## src/rtl/trib_sig_byte_ins.sv

```systemverilog
module trib_sig_byte_ins #(
  parameter int NCH   = 28,
  parameter int NLINK = 28,
  parameter int SELW  = 5,
  parameter int CHW   = 5
) (
  input  logic                clk,
  input  logic                rst_n,
  input  logic                bsync_mode,
  input  logic                strb,
  input  logic [CHW-1:0]      strb_ch,
  input  logic [NCH*SELW-1:0] ch_sel,
  input  logic [NCH-1:0]      use_p,
  input  logic [NCH-1:0]      use_s,
  input  logic [NCH-1:0]      use_f,
  input  logic                oh_dflt,
  input  logic                stuff_dflt,
  input  logic [NLINK*2-1:0]  link_p,
  input  logic [NLINK*4-1:0]  link_s,
  input  logic [NLINK-1:0]    link_f,
  output logic                out_valid,
  output logic [CHW-1:0]      out_ch,
  output logic [7:0]          out_byte
);

  logic           ch_ok, take, linked;
  logic [CHW-1:0] ch;
  logic [SELW-1:0] sel, lk;
  logic [1:0]     ph;
  logic [3:0]     sg;
  logic           fb;
  logic [7:0]     asm_byte;

  assign ch_ok  = 32'(strb_ch) < NCH;
  assign take   = strb && bsync_mode && ch_ok;
  assign ch     = ch_ok ? strb_ch : '0;
  assign sel    = ch_sel[32'(ch)*SELW +: SELW];
  assign linked = 32'(sel) < NLINK;
  assign lk     = linked ? sel : '0;

  assign ph = (linked && use_p[ch]) ? link_p[32'(lk)*2 +: 2] : {2{oh_dflt}};
  assign sg = (linked && use_s[ch]) ? link_s[32'(lk)*4 +: 4] : {4{oh_dflt}};
  assign fb = (linked && use_f[ch]) ? link_f[lk]             : oh_dflt;

  assign asm_byte = {ph, sg, fb, stuff_dflt};

  always_ff @(posedge clk) begin
    if (!rst_n) begin
      out_valid <= 1'b0;
      out_ch    <= '0;
      out_byte  <= '0;
    end else begin
      out_valid <= take;
      if (take) begin
        out_ch   <= strb_ch;
        out_byte <= asm_byte;
      end
    end
  end

  a_r2_valid_follows_strobe: assert property (@(posedge clk) disable iff (!rst_n)
    (strb && bsync_mode && 32'(strb_ch) < NCH) |=> (out_valid && out_ch == $past(strb_ch)));

  a_r3_idle_when_off: assert property (@(posedge clk) disable iff (!rst_n)
    (!bsync_mode || !strb) |=> !out_valid);

  a_r4_stuff_bit: assert property (@(posedge clk) disable iff (!rst_n)
    take |=> out_byte[0] == $past(stuff_dflt));

  a_r8_no_link_defaults: assert property (@(posedge clk) disable iff (!rst_n)
    (take && !linked) |=> out_byte[7:1] == {7{$past(oh_dflt)}});

  a_r9_hold_between: assert property (@(posedge clk) disable iff (!rst_n)
    !take |=> $stable(out_byte) && $stable(out_ch));

  a_r1_reset_state: assert property (@(posedge clk)
    !rst_n |=> (!out_valid && out_byte == 8'h00 && out_ch == '0));

endmodule

```

## config.mk

```make
export PLATFORM = sky130hd
export DESIGN_NAME = trib_sig_byte_ins
export DESIGN_NICKNAME = d
export VERILOG_FILES = /design/src/rtl/trib_sig_byte_ins.sv
export SDC_FILE = /design/constraint.sdc
export NUM_CORES = 1
export LEC_CHECK = 0
export ABC_AREA = 1
export CAP_MARGIN = 20
export CORE_AREA = 2 2 175 177
export DETAILED_ROUTE_END_ITERATION = 6
export DIE_AREA = 0 0 177 179
export PLACE_DENSITY = 0.61
export SYNTH_ARGS = -nofsm -noshare
export SYNTH_HDL_FRONTEND = slang
export SYNTH_SLANG_ARGS = --single-unit
```

## constraint.sdc

```tcl
create_clock -name clk -period 2.1 [get_ports clk]
set_input_delay 0.21 -clock clk [delete_from_list [all_inputs] [get_ports clk]]
set_output_delay 0.21 -clock clk [all_outputs]
set_load 0.01 [all_outputs]
```

# After elaboration in Yosys (flattened, before gate mapping)
# Cells that the tools add are included.
dict set report totals {
  reg_bits 14
  latch_bits 0
  ramBits 0
  rom_bits 0
  output_inout_bits 14
  n_memories 0
}
dict set report classes {
  n_addsub 0
  multipliers 1
  div 0
  order_cmp 4
  n_eq_ne 0
  n_shift 3
  mux 13
  n_bitwise 0
  reduce_logical 5
}
# cell n
set ops {}
lappend ops {{$shiftx 140x9->5} 1}
lappend ops {{$shiftx 112x8->4} 1}
lappend ops {{$shiftx 56x7->2} 1}
lappend ops {{$bmux 1 s5} 4}
lappend ops {{$lt 5x6->1 const B} 2}
lappend ops {{$lt 5x5->1 const B} 2}
lappend ops {{$mux 5} 2}
lappend ops {{$mul 5x3->8 const B} 1}
lappend ops {{$logic_and 1x1->1} 5}
lappend ops {{$mux 1} 5}
lappend ops {{$mux 4} 1}
lappend ops {{$mux 2} 1}

# Longest topological paths before layout
# Gate-level depths: netlist (run 1).
dict set report depth {
  depth_word 9
  ltp_mapped 24
}

# Least setup slack after synthesis (run 1)
# No wires, ideal clock.
dict set report synth_path {
  path_kind {input -> register}
  startpoint {input port strb_ch[2]}
  endpoint {register out_byte[2]}
  arrival_time_ps 2123
  required_ps 1974
  setup_slack_ps -148
  path_stages 19
  path_buffers 3
  cell_sequence {nand3_2 > buf_2 > buf_2 > nand3_1 > nand3_1 > nand3_1 > nand2_1 > nor2_1 > nor2_2 > nand3_2 > nand2_2 > buf_1 > nand2_1 > nand3_1 > nand3_1 > nand3_1 > nand2_1 > nand3_1 > a21oi_1}
}
dict set report synth_between {
  elab_chain_len 8
  word_cells_on_any_way 12
  classes_between {1 x mul; 2 x order compare; 2 x shift; 5 x mux; 2 x reduce/logical}
}
# element line_no
set synth_lines {}
lappend synth_lines {{from (decl)} 11} ;# input logic [CHW-1:0] strb_ch,
lappend synth_lines {{$lt 5x5->1} 34} ;# assign ch_ok = 32'(strb_ch) < NCH;
lappend synth_lines {{$mux 5} 36} ;# assign ch = ch_ok ? strb_ch : '0;
lappend synth_lines {{$mul 5x3->8} 37} ;# assign sel = ch_sel[32'(ch)*SELW +: SELW];
lappend synth_lines {{$shiftx 140x9->5} 37}
lappend synth_lines {{$lt 5x5->1} 38} ;# assign linked = 32'(sel) < NLINK;
lappend synth_lines {{$mux 5} 39} ;# assign lk = linked ? sel : '0;
lappend synth_lines {{$shiftx 112x8->4} 42} ;# assign sg = (linked && use_s[ch]) ? link_s[32'(lk)*4 +: 4] : {4{oh_dflt}};
lappend synth_lines {{$mux 4} 42}
lappend synth_lines {{to (signal assigned)} 56} ;# out_byte <= asm_byte;
lappend synth_lines {{to (decl)} 23} ;# output logic [7:0] out_byte
# Several ways; a longest one is shown, not always the timed one. The select of a mux whose other input is x is not followed.
# A chain may end at the register's enable or synchronous reset.

# Final worst setup path (run 1)
dict set report layout_path {
  startpoint {input port strb_ch[2]}
  endpoint {register out_byte[1]}
}
dict set report layout_between {
  elab_chain_len 9
  word_cells_on_any_way 13
  classes_between {1 x mul; 2 x order compare; 1 x shift; 7 x mux; 2 x reduce/logical}
}
# element line_no
set layout_lines {}
lappend layout_lines {{$lt 5x5->1} 34}
lappend layout_lines {{$mux 5} 36}
lappend layout_lines {{$mul 5x3->8} 37}
lappend layout_lines {{$shiftx 140x9->5} 37}
lappend layout_lines {{$lt 5x5->1} 38}
lappend layout_lines {{$mux 5} 39}
lappend layout_lines {{$bmux 1 s5} 43} ;# assign fb = (linked && use_f[ch]) ? link_f[lk] : oh_dflt;
lappend layout_lines {{$mux 1 (not written as such)} 43}
lappend layout_lines {{$mux 1} 43}
# Several ways; a longest one is shown, not always the timed one. The select of a mux whose other input is x is not followed.

==> results.sh, run 1 <==
export IMPL_netSwitchingPower_w=0.002199
export IMPL_first_pass_iters=5
export IMPL_place_congestion=0.9064
export IMPL_layout_min_cycle_time_ns=2.634
export IMPL_violations="negative setup slack"
export IMPL_die_area_mm2=0.03168
export IMPL_clk_latency_ns=0.26
export IMPL_ys_types=30
export IMPL_yosys_area_top_type="nand2_1"
export IMPL_fin_tns_setup_ns=-3.393
export IMPL_p_clk_frac=0.078
export IMPL_ys_flop_type="dfxtp_1"
export IMPL_cts_tree="done"
export IMPL_grt_setup_unrepaired="true"
export IMPL_portBuffers=444
export IMPL_p_leak_nw=5.595
export IMPL_pwr_share_seq=0.061
export IMPL_path_clk_slew_ns=0.05
export IMPL_synth_area_leaders="nand2_1, nand3_1, nor2_1"
export IMPL_synth_async_reset_ratio=0
export IMPL_antenna_found_initial=0
export IMPL_dr_wl_met2_um=18330
export IMPL_min_to="out_ch[1]"
export IMPL_timing_rr_end="out_byte[4]"
export IMPL_diodes=0
export IMPL_ys_seq_elements=14
export IMPL_core_mm2=0.03003
export IMPL_ys_seq_area_frac=0.05223
export IMPL_drive_gt1_frac=0.1720
export IMPL_setup_slack_ns=-0.5345
export IMPL_antenna_left=0
export IMPL_ctsRootBufferMaster="clkbuf_16"
export IMPL_routed_wl_um=37000
export IMPL_drv_slew=0
export IMPL_slowest_stage="or2_2"
export IMPL_p_int_w=0.002704
export IMPL_highest_signal_layer="met4"
export IMPL_cts_htree_levels=1
export IMPL_min_from="strb_ch[1]"
export IMPL_critical_path_required_ns=2.23
export IMPL_die_h_um=179
export IMPL_fp_dieW_um=177
export IMPL_boundaryPins=445
export IMPL_cts_sinks=14
export IMPL_cts_buffers=3
export IMPL_dr_total_vias=9525
export IMPL_relSlewSlack=0.6853
export IMPL_setup_viol=7
export IMPL_worst_pin_slew_ns=0.4715
export IMPL_wl_met1_um=14560
export IMPL_start_kind="primary input"
export IMPL_drt_iter0_drc=714
export IMPL_overflow=0
export IMPL_synth_area_mm2=0.005366
export IMPL_rr_startpoint="out_byte[4]"
export IMPL_clockBufferDepth=2
export IMPL_yosys_top_cells_count="nand2_1, nand3_1, nor2_1"
export IMPL_wire_per_inst_um=18.08
export IMPL_cpPeakStageDelay_ns=0.30
export IMPL_p_sw_frac=0.4485
export IMPL_hold_depth=4
export IMPL_p_comb_frac=0.861
export IMPL_grt_max_degree=45
export IMPL_crit_top_cell="nand2_1"
export IMPL_rr_worst_depth=2
export IMPL_place_area_mm2=0.01101
export IMPL_crit_fanout=8
export IMPL_fin_crit_sh=1.255
export IMPL_end_kind="flip-flop"
export IMPL_dr_wl_met3_um=2917
export IMPL_yosysMostFrequentCell="nand2_1"
export IMPL_rows=64
export IMPL_netlist_area_leader_share=0.2504
export IMPL_synth_edf_count=0
export IMPL_synth_fp_nets=1561
export IMPL_first_global_vias=9409
export IMPL_maxCapViolCount=0
export IMPL_worst_endpoint_arrival_ns=2.77
export IMPL_max_freq_ghz=0.3796
export IMPL_critPathKind="primary input to flip-flop"
export IMPL_final_area_mm2=0.01229
export IMPL_p_per_area_mw_per_mm2=398.9
export IMPL_start_util=0.1787
export IMPL_num_fill_cells=3159
export IMPL_r2r_slack_ns=1.35
export IMPL_syn_to_final_growth_pct=129.0
export IMPL_peakVddDrop_v=0.0002129
export IMPL_routed_via_density=4.653
export IMPL_gr_usage_all_layers=0.2140
export IMPL_crit_chain="buf_8 > nand3_4 > nand2_8 > clkinvlp_4 > buf_12 > buf_4 > nand2_1 > nand3_2 > nand3_2 > nand3_2 > nor2_4 > a21oi_4 > buf_12 > buf_12 > buf_4 > or2_2 > nand2_2 > nand2_1 > nand3_1 > nand2_1 > inv_1 > nand2_1 > nand3_1 > a21oi_1"
export IMPL_ys_warn_count=0
export IMPL_syn_instance_count=1130
export IMPL_skew_ns=0
export IMPL_fin_nets=2084
export IMPL_hold_viol_final=0
export IMPL_worstHoldPathType="primary input to flip-flop"
export IMPL_status="finished with violations"
export IMPL_synth_area_per_cell_um2=4.749
export IMPL_utilization=0.4093
export IMPL_grt_pass1_wl_um=52030
export IMPL_hpwl_um=29350
export IMPL_drc=0
-- state kept, by name (all words and copies together) (netlist names) --
signal,cells
out_byte,8
out_ch,5
out_valid,1
-- area by class of cell --
cell class / count / area [um^2] / share of cell area
Clock buffer: 3 / 75.07 / 0.006108
Inverter: 112 / 437.9 / 0.03563
Multi-Input combinational cell: 921 / 4740 / 0.3856
Sequential cell: 14 / 280.3 / 0.02280
Tap cell: 396 / 495.5 / 0.04031
Timing Repair Buffer: 601 / 6262 / 0.5095
-- logic make-up (layout without fill, tap and decap cells) --
| group | Yosys count | after routing | synth area share |
|---|---|---|---|
| buffers and inverters | 196 | 716 | 0.1571 |
| flip-flops | 14 | 14 | 0.05223 |
| AO/OA/AOI/OAI | 125 | 125 | 0.1345 |
| AND/OR/NAND/NOR | 795 | 796 | 0.6561 |
-- routing by layer --
metal	up-vias	global-route usage
met1	4289	0.2446
met3	65	0.04411
li1	4714	-
met4	0	0.06612
met2	457	0.3964
met5	-	0
-- worst max-delay path by stage --
stage                     from          end  slack (ns)  depth (start not counted)
finish              strb_ch[2]  out_byte[1]       -0.53                         24
detailed placement  strb_ch[3]  out_byte[7]       -1.37                         22
CTS                 strb_ch[4]  out_byte[7]       -0.52                         22
floorplan           strb_ch[4]  out_byte[2]       -0.06                         19
global placement    strb_ch[3]  out_byte[7]       -1.35                         21
global route        strb_ch[2]  out_byte[4]       -0.68                         25
-- placed cells by master, fill, tap and decap left out, types with 6 or more instances in the layout --
master	n
nor2_2	10
nand3_2	29
nor2_1	127
buf_4	101
a21oi_1	37
a21oi_2	10
buf_8	6
nand3_1	199
buf_12	22
nand2_1	325
nand3b_1	54
buf_6	20
clkdlybuf4s50_1	439
o21ai_0	31
nand2_2	26
o21ai_1	17
dfxtp_1	14
a32oi_1	9
inv_1	101
clkbuf_16	6
-- worst max-delay path, delay by kind of cell --
family | cells | cell delay (ns)
simple gates | 14 | 1.45
compound gates | 2 | 0.11
buf+inv | 8 | 0.98
-- per-stage QoR --
stage | std cells | hold WS, ns | total power, W | worst slack [ns]
final | 2047 | 0.4446 | 0.004903 | -0.5345
after global routing | 2047 | 0.4873 | 0.005261 | -0.6840
after CTS | 2035 | 0.4488 | 0.004659 | -0.5172
after detailed placement | 2003 | 0.4708 | 0.003780 | -1.370
after global placement | 2003 | 0.4610 | 0.003782 | -1.345
after floorplan | 1130 | 0.3131 | 0.002041 | -0.05898
-- power by group through the flow --
| stage | Sequential, W | Combinational, W | Clock (W) |
|---|---|---|---|
| after floorplan | 0.000307 | 0.00173 | 0 |
| after global placement | 0.000306 | 0.00348 | 0 |
| after detailed placement | 0.000304 | 0.00348 | 0 |
| after CTS | 0.000300 | 0.00398 | 0.000382 |
| after global routing | 0.000302 | 0.00457 | 0.000393 |
| final | 0.000300 | 0.00422 | 0.000381 |
-- timing repair --
item / CTS / global route
setup endpoints to repair: 7 / 7
hold endpoints to repair: 0 / 0
hold buffers: 0 / 0
buffers inserted: 21 / 9
pin swaps: 33 / 27
cloned: 9 / 5
resized for setup: 134 / 48
Power figures use the tool's default switching activity.
==> run 2: changes to the inputs <==
--- a/config.mk
+++ b/config.mk
@@ -7,10 +7,11 @@
 export LEC_CHECK = 0
 export ABC_AREA = 1
 export CAP_MARGIN = 20
-export CORE_AREA = 2 2 175 177
+export CORE_AREA = 2 2 172 174
 export DETAILED_ROUTE_END_ITERATION = 6
-export DIE_AREA = 0 0 177 179
-export PLACE_DENSITY = 0.61
+export DIE_AREA = 0 0 174 176
+export PLACE_DENSITY = 0.6
+export REMOVE_ABC_BUFFERS = 1
 export SYNTH_ARGS = -nofsm -noshare
 export SYNTH_HDL_FRONTEND = slang
 export SYNTH_SLANG_ARGS = --single-unit
==> constraint.sdc (replaced) <==
create_clock -name clk -period 2.68 [get_ports clk]
set_input_delay 0.268 -clock clk [delete_from_list [all_inputs] [get_ports clk]]
set_output_delay 0.268 -clock clk [all_outputs]
set_load 0.01 [all_outputs]
==> results.sh, run 2 (synthesized netlist as in run 1, its figures left out) <==
export IMPL_final_common_cell="clkdlybuf4s50_1"
export IMPL_crit_fanout=11
export IMPL_largest_reg_flops=8
export IMPL_core_mm2=0.02855
export IMPL_routed_via_density=4.703
export IMPL_clk_latency_ns=0.24
export IMPL_drv_slew=0
export IMPL_critical_path_required_ns=2.86
export IMPL_first_pass_iters=5
export IMPL_peakVddDrop_v=0.0001778
export IMPL_largestRegisters="out_byte x8, out_ch x5, out_valid x1"
export IMPL_hold_viol_final=0
export IMPL_clockBufferDepth=2
export IMPL_crit_chain="buf_8 > nand3_4 > buf_12 > nand2_8 > buf_12 > buf_16 > nand2_4 > nand3_2 > nand3_2 > nand2_2 > nor2_4 > nor2_4 > nor2_4 > nand3_4 > buf_6 > nand2_8 > buf_8 > buf_12 > nand3_1 > nand3_2 > nand3_2 > nand2_2 > nand3_2 > a21oi_2"
export IMPL_rows=62
export IMPL_layout_min_cycle_time_ns=2.752
export IMPL_relSlewSlack=0.7320
export IMPL_fin_nets=2074
export IMPL_first_global_vias=9796
export IMPL_syn_to_final_growth_pct=129.4
export IMPL_gr_usage_all_layers=0.2251
export IMPL_fin_crit_sh=1.027
export IMPL_final_cell_mix="clkdlybuf4s50_1, nand2_1, nand3_1, nor2_1, inv_1"
export IMPL_setup_viol=7
export IMPL_drt_iter0_drc=427
export IMPL_grt_pass1_wl_um=53880
export IMPL_cts_buffers=3
export IMPL_max_freq_ghz=0.3634
export IMPL_skew_ns=0
export IMPL_regMostFlops="out_byte"
export IMPL_grt_max_degree=32
export IMPL_place_inst=1977
export IMPL_final_area_mm2=0.01231
export IMPL_grt_setup_unrepaired="true"
export IMPL_worstHoldPathType="primary input to flip-flop"
export IMPL_start_kind="primary input"
export IMPL_critPathKind="primary input to flip-flop"
export IMPL_die_area_mm2=0.03062
export IMPL_r2r_slack_ns=1.95
export IMPL_holdWs_ns=0.3738
export IMPL_hpwl_um=29180
export IMPL_p_leak_nw=5.573
export IMPL_p_per_area_mw_per_mm2=321.1
export IMPL_antenna_left=0
export IMPL_holdBufCountCts=0
export IMPL_portBuffers=444
export IMPL_path_clk_slew_ns=0.05
export IMPL_drc=0
export IMPL_cts_tree="done"
export IMPL_start_util=0.1880
export IMPL_post_place_ws_ns=-0.9136
export IMPL_drive_gt1_frac=0.1742
export IMPL_overflow=0
export IMPL_setup_slack_ns=-0.07153
export IMPL_place_area_mm2=0.01090
export IMPL_maxCapViolCount=0
export IMPL_status="finished with violations"
export IMPL_fp_dieW_um=174
export IMPL_wire_per_inst_um=18.55
export IMPL_slowest_stage="buf_12"
export IMPL_cts_htree_levels=1
export IMPL_place_congestion=0.9057
export IMPL_ctsRootBufferMaster="clkbuf_16"
export IMPL_worst_endpoint_arrival_ns=2.93
export IMPL_worst_pin_slew_ns=0.3979
export IMPL_die_h_um=176
export IMPL_violations="negative setup slack"
export IMPL_dr_total_vias=9537
export IMPL_routed_wl_um=37610
export IMPL_boundaryPins=445
export IMPL_antenna_found_initial=2
export IMPL_end_kind="flip-flop"
export IMPL_final_cells=2028
export IMPL_cpPeakStageDelay_ns=0.17
export IMPL_crit_top_cell="nand3_2"
export IMPL_utilization=0.4312
export IMPL_cts_sinks=14
==> run 2: worst max-delay path, delay by kind of cell <==
family	cells	cell delay, ns
buffers and inverters	7	0.97
AO/OA/AOI/OAI	1	0.14
AND/OR/NAND/NOR	16	1.51
==> run 2: path summary, 6_finish.rpt <==
kind | startpoint | end | cells past startpoint
worst max-delay path | strb_ch[4] | out_byte[7] | 24
worst min-delay path | strb_ch[1] | out_ch[1] | 3
worst max register to register | out_byte[1] | out_byte[1] | 2
worst min register to register | out_ch[1] | out_ch[1] | 2
==> run 2: layout make-up <==
class,count,area (um^2)
fill,3037,16240
timing repair buffer,592,6266
multi-input combinational,920,4750
tap,384,480.5
inverter,112,440.4
sequential,14,280.3
clock buffer,4,88.84
antenna,2,5.005
==> run 2: what timing repair did <==
action,CTS,global route
resized for setup,123,84
pin swaps,25,46
gates cloned,8,6
endpoints found under the hold margin,0,0
setup endpoints to repair,7,7
setup buffers,26,8
==> run 2: stage by stage <==
step | power, W | setup TNS [ns]
final | 0.003952 | -0.3483
after global routing | 0.004242 | -1.362
after CTS | 0.003747 | -0.1224
after detailed placement | 0.002976 | -6.010
after global placement | 0.002972 | -5.841
after floorplan | 0.001440 | -38.66
==> run 2: power breakdown <==
group | leakage, nW | internal [W] | total (W) | switching (W)
sequential | 0.115 | 0.000223 | 0.000232 | 0.00000839
combinational | 5.41 | 0.00175 | 0.00341 | 0.00166
clock | 0.0442 | 0.000226 | 0.000315 | 0.0000887
total | 5.57 | 0.00220 | 0.00395 | 0.00176
==> run 2: metal layers <==
layer	routed length, um	up-vias	GRT usage	share of wire
li1	-	4698	-	-
met1	13920	4321	0.2414	0.37
met2	19560	440	0.4344	0.52
met3	2756	78	0.04457	0.073
met4	1371	0	0.08228	0.036
met5	0	-	0	0
